[config.mk]
export PLATFORM = sky130hd
export DESIGN_NAME = cop_stream_bridge
export DESIGN_NICKNAME = d
export VERILOG_FILES = /design/src/rtl/csb_pkg.sv /design/src/rtl/csb_chan_mux.sv /design/src/rtl/csb_seq.sv /design/src/rtl/csb_strobe_dec.sv /design/src/rtl/cop_stream_bridge.sv
export SDC_FILE = /design/constraint.sdc
export NUM_CORES = 1
export LEC_CHECK = 0
export CAP_MARGIN = 20
export CORE_AREA = 2 2 140 142
export DETAILED_ROUTE_END_ITERATION = 10
export DIE_AREA = 0 0 142 144
export GPL_ROUTABILITY_DRIVEN = 0
export GPL_TIMING_DRIVEN = 0
export PLACE_DENSITY = 0.61
export SLEW_MARGIN = 5
export SYNTH_ARGS = -nofsm -noshare
export SYNTH_HDL_FRONTEND = slang
export SYNTH_HIERARCHICAL = 1
export SYNTH_SLANG_ARGS = --single-unit
[constraint.sdc]
create_clock -name clk -period 4.35 [get_ports clk]
set_input_delay 1.305 -clock clk [delete_from_list [all_inputs] [get_ports clk]]
set_output_delay 1.305 -clock clk [all_outputs]
set_load 0.02 [all_outputs]
[src/rtl/csb_pkg.sv]
// Package: shared types for the coprocessor stream bridge.
// Assumes: channel index is at most 5 bits (up to 32 pairs).
package csb_pkg;
    localparam int IDXW = 5;

    // Decoded opcode: bit 2 write, bit 1 non-blocking, bit 0 control type
    typedef struct packed {
        logic is_wr;
        logic nonblk;
        logic ctl;
    } op_t;

    typedef enum logic {
        ST_IDLE = 1'b0,
        ST_EXEC = 1'b1
    } st_t;
endpackage

[src/rtl/csb_chan_mux.sv]
// Module: csb_chan_mux
// Selects the inbound word, valid, control bit and outbound full flag of
// the latched channel, and flags an index outside the configured pairs.
// Assumes: NPAIRS in 1..32; index is held stable by the sequencer.
module csb_chan_mux
    import csb_pkg::*;
#(
    parameter int NPAIRS = 4,
    parameter int DW     = 32
) (
    input  logic [IDXW-1:0]      chan,
    input  logic [NPAIRS*DW-1:0] s_data,
    input  logic [NPAIRS-1:0]    s_ctrl,
    input  logic [NPAIRS-1:0]    s_valid,
    input  logic [NPAIRS-1:0]    m_full,
    output logic [DW-1:0]        sel_data,
    output logic                 sel_ctrl,
    output logic                 sel_valid,
    output logic                 sel_full,
    output logic                 chan_bad
);
    // Range check: an index at or above NPAIRS selects nothing
    always_comb begin
        chan_bad = ({1'b0, chan} >= (IDXW + 1)'(NPAIRS));
    end

    // One-hot style selection across the configured lanes
    always_comb begin
        sel_data  = '0;
        sel_ctrl  = 1'b0;
        sel_valid = 1'b0;
        sel_full  = 1'b0;
        for (int i = 0; i < NPAIRS; i++) begin
            if (chan == IDXW'(i)) begin
                sel_data  = s_data[i*DW +: DW];
                sel_ctrl  = s_ctrl[i];
                sel_valid = s_valid[i];
                sel_full  = m_full[i];
            end
        end
    end
endmodule

[src/rtl/csb_seq.sv]
// Module: csb_seq
// Two-state sequencer: accepts one instruction, evaluates it each cycle
// against the selected channel, issues pop or push enables and registers
// the completion pulse with read data and flags.
// Assumes: inbound channels present their head word while valid
// (fall-through), so a pop strobe and data capture share one cycle.
module csb_seq
    import csb_pkg::*;
#(
    parameter int DW = 32
) (
    input  logic            clk,
    input  logic            rst_n,
    input  logic            ins_valid,
    input  logic [2:0]      ins_op,
    input  logic [IDXW-1:0] ins_chan,
    input  logic [DW-1:0]   ins_wdata,
    input  logic [DW-1:0]   sel_data,
    input  logic            sel_ctrl,
    input  logic            sel_valid,
    input  logic            sel_full,
    input  logic            chan_bad,
    output logic            ins_ready,
    output logic            rd_go,
    output logic            wr_go,
    output logic [IDXW-1:0] cur_chan,
    output logic [DW-1:0]   cur_wdata,
    output logic            cur_ctl,
    output logic            done,
    output logic [DW-1:0]   rdata,
    output logic            ctl_err,
    output logic            nb_fail
);
    st_t st;
    op_t cur_op;
    logic finish;
    logic res_ok;

    // Idle state is the only state that takes an instruction
    always_comb begin
        ins_ready = (st == ST_IDLE);
        cur_ctl   = cur_op.ctl;
    end

    // Evaluate the in-flight instruction against the selected channel
    always_comb begin
        res_ok = cur_op.is_wr ? !sel_full : sel_valid;
        rd_go  = (st == ST_EXEC) && !chan_bad && res_ok && !cur_op.is_wr;
        wr_go  = (st == ST_EXEC) && !chan_bad && res_ok && cur_op.is_wr;
        finish = (st == ST_EXEC) && (chan_bad || res_ok || cur_op.nonblk);
    end

    // State, latched instruction and registered completion outputs
    always_ff @(posedge clk) begin
        if (!rst_n) begin
            st        <= ST_IDLE;
            cur_op    <= '0;
            cur_chan  <= '0;
            cur_wdata <= '0;
            done      <= 1'b0;
            rdata     <= '0;
            ctl_err   <= 1'b0;
            nb_fail   <= 1'b0;
        end else begin
            done    <= 1'b0;
            rdata   <= '0;
            ctl_err <= 1'b0;
            nb_fail <= 1'b0;
            case (st)
                ST_IDLE: begin
                    if (ins_valid) begin
                        cur_op    <= op_t'(ins_op);
                        cur_chan  <= ins_chan;
                        cur_wdata <= ins_wdata;
                        st        <= ST_EXEC;
                    end
                end
                ST_EXEC: begin
                    if (finish) begin
                        st      <= ST_IDLE;
                        done    <= 1'b1;
                        nb_fail <= !(rd_go || wr_go);
                        if (rd_go) begin
                            rdata   <= sel_data;
                            ctl_err <= sel_ctrl ^ cur_op.ctl;
                        end
                    end
                end
                default: st <= ST_IDLE;
            endcase
        end
    end
endmodule

[src/rtl/csb_strobe_dec.sv]
// Module: csb_strobe_dec
// Expands pop and push enables into per-lane strobes and drives every
// outbound lane with the latched write word and control bit.
// Assumes: at most one of rd_go / wr_go is high; out-of-range index
// never comes with an enable.
module csb_strobe_dec
    import csb_pkg::*;
#(
    parameter int NPAIRS = 4,
    parameter int DW     = 32
) (
    input  logic [IDXW-1:0]      chan,
    input  logic                 rd_go,
    input  logic                 wr_go,
    input  logic [DW-1:0]        wdata,
    input  logic                 ctl,
    output logic [NPAIRS-1:0]    s_rd,
    output logic [NPAIRS-1:0]    m_wr,
    output logic [NPAIRS*DW-1:0] m_data,
    output logic [NPAIRS-1:0]    m_ctrl
);
    for (genvar i = 0; i < NPAIRS; i++) begin : g_lane
        // Per-lane strobe decode and outbound word broadcast
        always_comb begin
            s_rd[i]              = rd_go && (chan == IDXW'(i));
            m_wr[i]              = wr_go && (chan == IDXW'(i));
            m_data[i*DW +: DW]   = wdata;
            m_ctrl[i]            = ctl;
        end
    end
endmodule

[src/rtl/cop_stream_bridge.sv]
// Module: cop_stream_bridge (top)
// Bridges decoded coprocessor instructions to NPAIRS pairs of FIFO-style
// stream channels: blocking / non-blocking, data / control reads and
// writes, with control-mismatch and failed-access flags.
// Assumes: NPAIRS in 1..32; one instruction in flight at a time.
module cop_stream_bridge
    import csb_pkg::*;
#(
    parameter int NPAIRS = 4,
    parameter int DW     = 32
) (
    input  logic                 clk,
    input  logic                 rst_n,
    input  logic                 ins_valid,
    output logic                 ins_ready,
    input  logic [2:0]           ins_op,
    input  logic [4:0]           ins_chan,
    input  logic [DW-1:0]        ins_wdata,
    output logic                 done,
    output logic [DW-1:0]        rdata,
    output logic                 ctl_err,
    output logic                 nb_fail,
    output logic [NPAIRS*DW-1:0] m_data,
    output logic [NPAIRS-1:0]    m_ctrl,
    output logic [NPAIRS-1:0]    m_wr,
    input  logic [NPAIRS-1:0]    m_full,
    input  logic [NPAIRS*DW-1:0] s_data,
    input  logic [NPAIRS-1:0]    s_ctrl,
    input  logic [NPAIRS-1:0]    s_valid,
    output logic [NPAIRS-1:0]    s_rd
);
    logic [IDXW-1:0] cur_chan;
    logic [DW-1:0]   cur_wdata;
    logic            cur_ctl;
    logic [DW-1:0]   sel_data;
    logic            sel_ctrl, sel_valid, sel_full, chan_bad;
    logic            rd_go, wr_go;

    csb_chan_mux #(.NPAIRS(NPAIRS), .DW(DW)) u_mux (
        .chan      (cur_chan),
        .s_data    (s_data),
        .s_ctrl    (s_ctrl),
        .s_valid   (s_valid),
        .m_full    (m_full),
        .sel_data  (sel_data),
        .sel_ctrl  (sel_ctrl),
        .sel_valid (sel_valid),
        .sel_full  (sel_full),
        .chan_bad  (chan_bad)
    );

    csb_seq #(.DW(DW)) u_seq (
        .clk       (clk),
        .rst_n     (rst_n),
        .ins_valid (ins_valid),
        .ins_op    (ins_op),
        .ins_chan  (ins_chan),
        .ins_wdata (ins_wdata),
        .sel_data  (sel_data),
        .sel_ctrl  (sel_ctrl),
        .sel_valid (sel_valid),
        .sel_full  (sel_full),
        .chan_bad  (chan_bad),
        .ins_ready (ins_ready),
        .rd_go     (rd_go),
        .wr_go     (wr_go),
        .cur_chan  (cur_chan),
        .cur_wdata (cur_wdata),
        .cur_ctl   (cur_ctl),
        .done      (done),
        .rdata     (rdata),
        .ctl_err   (ctl_err),
        .nb_fail   (nb_fail)
    );

    csb_strobe_dec #(.NPAIRS(NPAIRS), .DW(DW)) u_dec (
        .chan   (cur_chan),
        .rd_go  (rd_go),
        .wr_go  (wr_go),
        .wdata  (cur_wdata),
        .ctl    (cur_ctl),
        .s_rd   (s_rd),
        .m_wr   (m_wr),
        .m_data (m_data),
        .m_ctrl (m_ctrl)
    );
endmodule

==> Yosys cells after proc, flatten, opt, wreduce, memory -nomap -nowiden <==
Index checks and enable logic that the tools add are counted.
{ "classes": {"n_addsub": 0, "mux": 21, "shifts": 0, "n_mul": 0, "eq_ne": 3, "div_mod_pow": 0, "n_lt_le_gt_ge": 1, "bitwise": 2, "n_reduce_logical": 25} }
{ "ops": {"columns": ["op", "count"], "rows": [
  ["2-to-1 mux 32 bit", 4],
  ["2-to-1 mux 1 bit", 16],
  ["logical AND 1 bit", 13],
  ["== test 5 x 2 -> 1 bit (second input constant)", 2],
  ["== test 5 x 1 -> 1 bit (second input constant)", 1],
  ["greater-or-equal comparator 5 x 3 -> 1 bit (second input constant)", 1],
  ["zero test 5 bit", 1],
  ["zero test 1 bit", 4],
  ["AND reduction 2 bit", 2],
  ["AND reduction 4 bit", 1],
  ["logical OR 1 bit", 3],
  ["AND reduction 3 bit", 1],
  ["case mux 1 bit (2 select lines)", 1],
  ["inverter 1 bit", 1],
  ["XOR 1 bit", 1]
]} }
{ "totals": {"output_inout_bits": 176, "mem_count": 0, "latch_bits": 0, "in_bits": 183, "romBits": 0, "ramBits": 0, "register_bits": 76} }

==> Logic depth before layout (Yosys ltp) <==
{ "logic_depth": {"ltp_word": 12, "depth_mapped": 8, "depth_no_buf": 5} }

==> By module <==
Netlist, hierarchy kept.
{ "by_module_without_submodules": {"columns": ["module", "instances", "area_per_inst_um2", "cells_each"], "rows": [
  ["csb_seq", 1, 2557.5, 264],
  ["csb_chan_mux", 1, 1068.5, 124],
  ["csb_strobe_dec", 1, 1067.3, 145]
]} }

==> Worst setup path after synthesis <==
OpenSTA, ideal clock, no wires.
{ "synth_timing": {"path_type": "input to output", "startpoint": "input port s_valid[2]", "endpoint": "output port s_rd[0]", "path_buffers": 1, "arrival_ns": 3.012, "slack_ns": 0.033, "cell_stages": 6, "path_cell_list": "mux2i_1 o22ai_1 nor4b_4 buf_6 or4b_4 nor3_1"} }
{ "synth_via": {"elab_chain_len": 6} }
{ "synth_lines": {"columns": ["item", "line", "source"], "rows": [
  ["start, declared", "cop_stream_bridge.sv:29", "input logic [NPAIRS-1:0] s_valid,"],
  ["2-to-1 mux 1 bit (2 in a row)", "csb_chan_mux.sv:34", "if (chan == IDXW'(i)) begin"],
  ["via sel_valid", "cop_stream_bridge.sv:36", "logic sel_ctrl, sel_valid, sel_full, chan_bad;"],
  ["2-to-1 mux 1 bit", "csb_seq.sv:47", "res_ok = cur_op.is_wr ? !sel_full : sel_valid;"],
  ["logical AND 1 bit (2 in a row)", "csb_seq.sv:48", "rd_go = (st == ST_EXEC) && !chan_bad && res_ok && !cur_op.is_wr;"],
  ["via rd_go", "cop_stream_bridge.sv:37", "logic rd_go, wr_go;"],
  ["logical AND 1 bit", "csb_strobe_dec.sv:25", "s_rd[i] = rd_go && (chan == IDXW'(i));"],
  ["end, declared", "cop_stream_bridge.sv:30", "output logic [NPAIRS-1:0] s_rd"]
]} }
The timed path passes the listed nets, and every way through them passes these cells.

==> Final worst setup path <==
{ "layout_timing": {"startpoint": "input port s_valid[1]", "endpoint": "output port s_rd[2]"} }
{ "layout_via": {"elab_chain_len": 7} }
{ "layout_lines": {"columns": ["item", "line"], "rows": [
  ["2-to-1 mux 1 bit (3 in a row)", "csb_chan_mux.sv:34"],
  ["via sel_valid", "cop_stream_bridge.sv:36"],
  ["2-to-1 mux 1 bit", "csb_seq.sv:47"],
  ["logical AND 1 bit (2 in a row)", "csb_seq.sv:48"],
  ["via rd_go", "cop_stream_bridge.sv:37"],
  ["logical AND 1 bit", "csb_strobe_dec.sv:25"]
]} }
The timed path passes the listed nets, and every way through them passes these cells.

==> results.sh <==
export IMPL_layout_commonest_cell="clkdlybuf4s50_1"
export IMPL_area_growth_pct=89.5
export IMPL_relSlewSlack_pct=66.0
export IMPL_start_util_pct=24.6
export IMPL_ys_seq_area_share_pct=32.4
export IMPL_ant_nets=0
export IMPL_core_um2=19100
export IMPL_syn_cell_area_um2=4690
export IMPL_worstMarginPinSlew_ps=511
export IMPL_num_vias=4763
export IMPL_cpPeakStageDelay_ps=500
export IMPL_worstSetupPathType="in -> out"
export IMPL_vdd_ir_drop_max_uv=169
export IMPL_clk_insertion_delay_late_ps=340
export IMPL_ys_warn_count=6
export IMPL_final_hold_viol_count=0
export IMPL_p_per_area_nw_per_um2=257
export IMPL_nets=1087
export IMPL_diodes=0
export IMPL_die_w_um=142
export IMPL_num_rows=51
export IMPL_dpl_hpwl_um=14400
export IMPL_antenna_found_initial=0
export IMPL_hp_class="reg -> reg"
export IMPL_drv_cap=0
export IMPL_routed_wl_um=17500
export IMPL_first_pass_iters=4
export IMPL_grt_overflow=0
export IMPL_end_kind="primary output"
export IMPL_crit_fanout=4
export IMPL_holdBufCountCts=0
export IMPL_final_setup_viol_count=0
export IMPL_clock_sinks=76
export IMPL_htreeDepth=3
export IMPL_grt_max_degree=12
export IMPL_startpoint_type="primary input"
export IMPL_dr_first_iter_drc_count=140
export IMPL_numPortBuffers=358
export IMPL_avgSynthCellArea_um2=8.81
export IMPL_slew_violations=0
export IMPL_root_buffer="clkbuf_16"
export IMPL_finalCritPeriodShare_pct=97.7
export IMPL_track_usage_pct=16.3
export IMPL_ys_seq_elements=76
export IMPL_tritoncts="yes"
export IMPL_critPathSlowestCell="or4b_4"
export IMPL_final_cell_mix="342 x clkdlybuf4s50_1, 144 x buf_4, 82 x nand2_1, 74 x dfxtp_1, 69 x mux2i_1"
export IMPL_timing_fmax_mhz=235
export IMPL_ios=359
export IMPL_path_clk_slew_ps=60
export IMPL_p_leak_nw=3.67
export IMPL_grt_pass1_wl_um=25200
export IMPL_worstPathArrival_ps=2940
export IMPL_status="completed"
export IMPL_numCtsBuffers=9
export IMPL_die_area_um2=20400
export IMPL_dp_cells=1129
export IMPL_crit_chain="clkdlybuf4s15_1, mux2i_2, o22ai_2, nor4b_4, buf_6, or4b_4, nor2_1, buf_4"
export IMPL_syn_nets=716
export IMPL_route_detailed_wl_per_inst_um=15.3
export IMPL_final_cells=1147
export IMPL_synth_cell_types=29
export IMPL_avgViaCountPerCell=4.15
export IMPL_period_minus_slack_ps=4250
export IMPL_fin_worst_skew_ps=4.96
export IMPL_final_layout_size_suffix_gt1_share_pct=22.2
export IMPL_cts_buffer_depth=2
export IMPL_grt_pass1_vias=4430
export IMPL_rsz0062_at_grt="yes"
export IMPL_cp_required_ps=3040
export IMPL_chipHeight_um=144
export IMPL_final_core_util_pct=46.6
export IMPL_syn_inst=533
export IMPL_drc_errors=0
[worst paths after layout]
check | slack [ps] | start | endpoint | depth (start not counted)
worst max register to register | 2210 | u_seq/cur_chan[3] | u_seq/rdata[22] | 7
worst max-delay path | 100 | s_valid[1] | s_rd[2] | 8
worst min register to register | 500 | u_seq/cur_wdata[16] | u_seq/cur_wdata[16] | 2
worst min-delay path | 500 | u_seq/cur_wdata[16] | u_seq/cur_wdata[16] | 2
[power breakdown]
part	switching (mW)	internal (mW)	total, mW	leakage (nW)
clock	0.276	0.433	0.709	0.140
combinational	0.329	0.481	0.810	2.91
sequential	0.0373	0.727	0.764	0.620
[logic make-up after synthesis]
family	Yosys count	synth area share (%)
xor gates and xnor gates	1	0.187
muxes	71	15.1
buffers and inverters	170	26.0
and+or+nand+nor	137	14.6
DFF	76	32.4
AOI/OAI and AO/OA	78	11.6
[cell usage after synthesis]
library cell / number / area, um^2
a21boi_0: 33 / 248
a21boi_1: 7 / 52.6
a21oi_1: 1 / 5.00
a22o_1: 1 / 8.76
a32o_1: 1 / 10.0
and2b_2: 1 / 8.76
and3_1: 29 / 181
and3_2: 5 / 37.5
buf_2: 14 / 70.1
buf_4: 132 / 991
buf_6: 5 / 56.3
buf_8: 3 / 45.0
clkbuf_1: 14 / 52.6
dfxtp_1: 76 / 1520
inv_1: 1 / 3.75
inv_2: 1 / 3.75
mux2i_1: 71 / 711
nand2_1: 82 / 308
nand2b_1: 3 / 18.8
nor2_1: 7 / 26.3
nor3_1: 2 / 10.0
nor4b_1: 2 / 17.5
nor4b_4: 1 / 23.8
o22ai_1: 35 / 219
or3_1: 1 / 6.26
or4_4: 1 / 11.3
or4b_1: 1 / 10.0
or4b_4: 2 / 27.5
xor2_1: 1 / 8.76
[registers in the layout, summed over array words and instances, names as in the netlist]
| signal | flops |
|---|---|
| u_seq/st | 1 |
| u_seq/rdata | 32 |
| u_seq/cur_ctl | 1 |
| u_seq/cur_chan | 5 |
| u_seq/cur_op | 2 |
| u_seq/nb_fail | 1 |
| u_seq/done | 1 |
| u_seq/cur_wdata | 32 |
| u_seq/ctl_err | 1 |
[critical path: cells and delay by family]
family	cells	cell delay, ps
AO/OA/AOI/OAI	1	170
buffers and inverters	3	460
multiplexers	1	100
AND/OR/NAND/NOR	3	900
[what timing repair did]
item | in CTS | in global routing
buffers inserted | 2 | 0
pin swaps | 5 | 4
resized for setup | 67 | 6
endpoints found under the setup margin | 8 | 8
[stage by stage]
step | setup slack [ps] | total power [mW] | area, um^2 | setup TNS [ps] | hold slack (ps)
after global placement | -1320 | 1.59 | 8570 | -7500 | 493
after detailed placement | -1280 | 1.59 | 8570 | -7290 | 496
after CTS | 0.566 | 2.32 | 8890 | 0 | 504
after global routing | -20.5 | 2.40 | 8890 | -26.0 | 533
after floorplan | 33.0 | 1.19 | 4690 | 0 | 461
final | 101 | 2.28 | 8890 | 0 | 503
[metal layers]
metal | wire length, um | global-route usage [%] | vias to the layer above
met4 | 365 | 5.89 | 0
met3 | 1310 | 4.70 | 21
met5 | 0 | 0 | -
li1 | - | - | 2426
met2 | 8700 | 28.0 | 209
met1 | 7140 | 19.3 | 2107
[area by class of cell]
cell class              instances  area [um^2]
fillers                      1900        10200
repair buffers                360         3560
multi-input cells             287         2000
flip-flops and latches         76         1520
plain buffers                 168         1220
well taps                     238          298
clock buffers                  15          278
inverters                       2         7.51
clock inverters                 1         5.00
No activity file was read; power rests on OpenSTA's default activity.
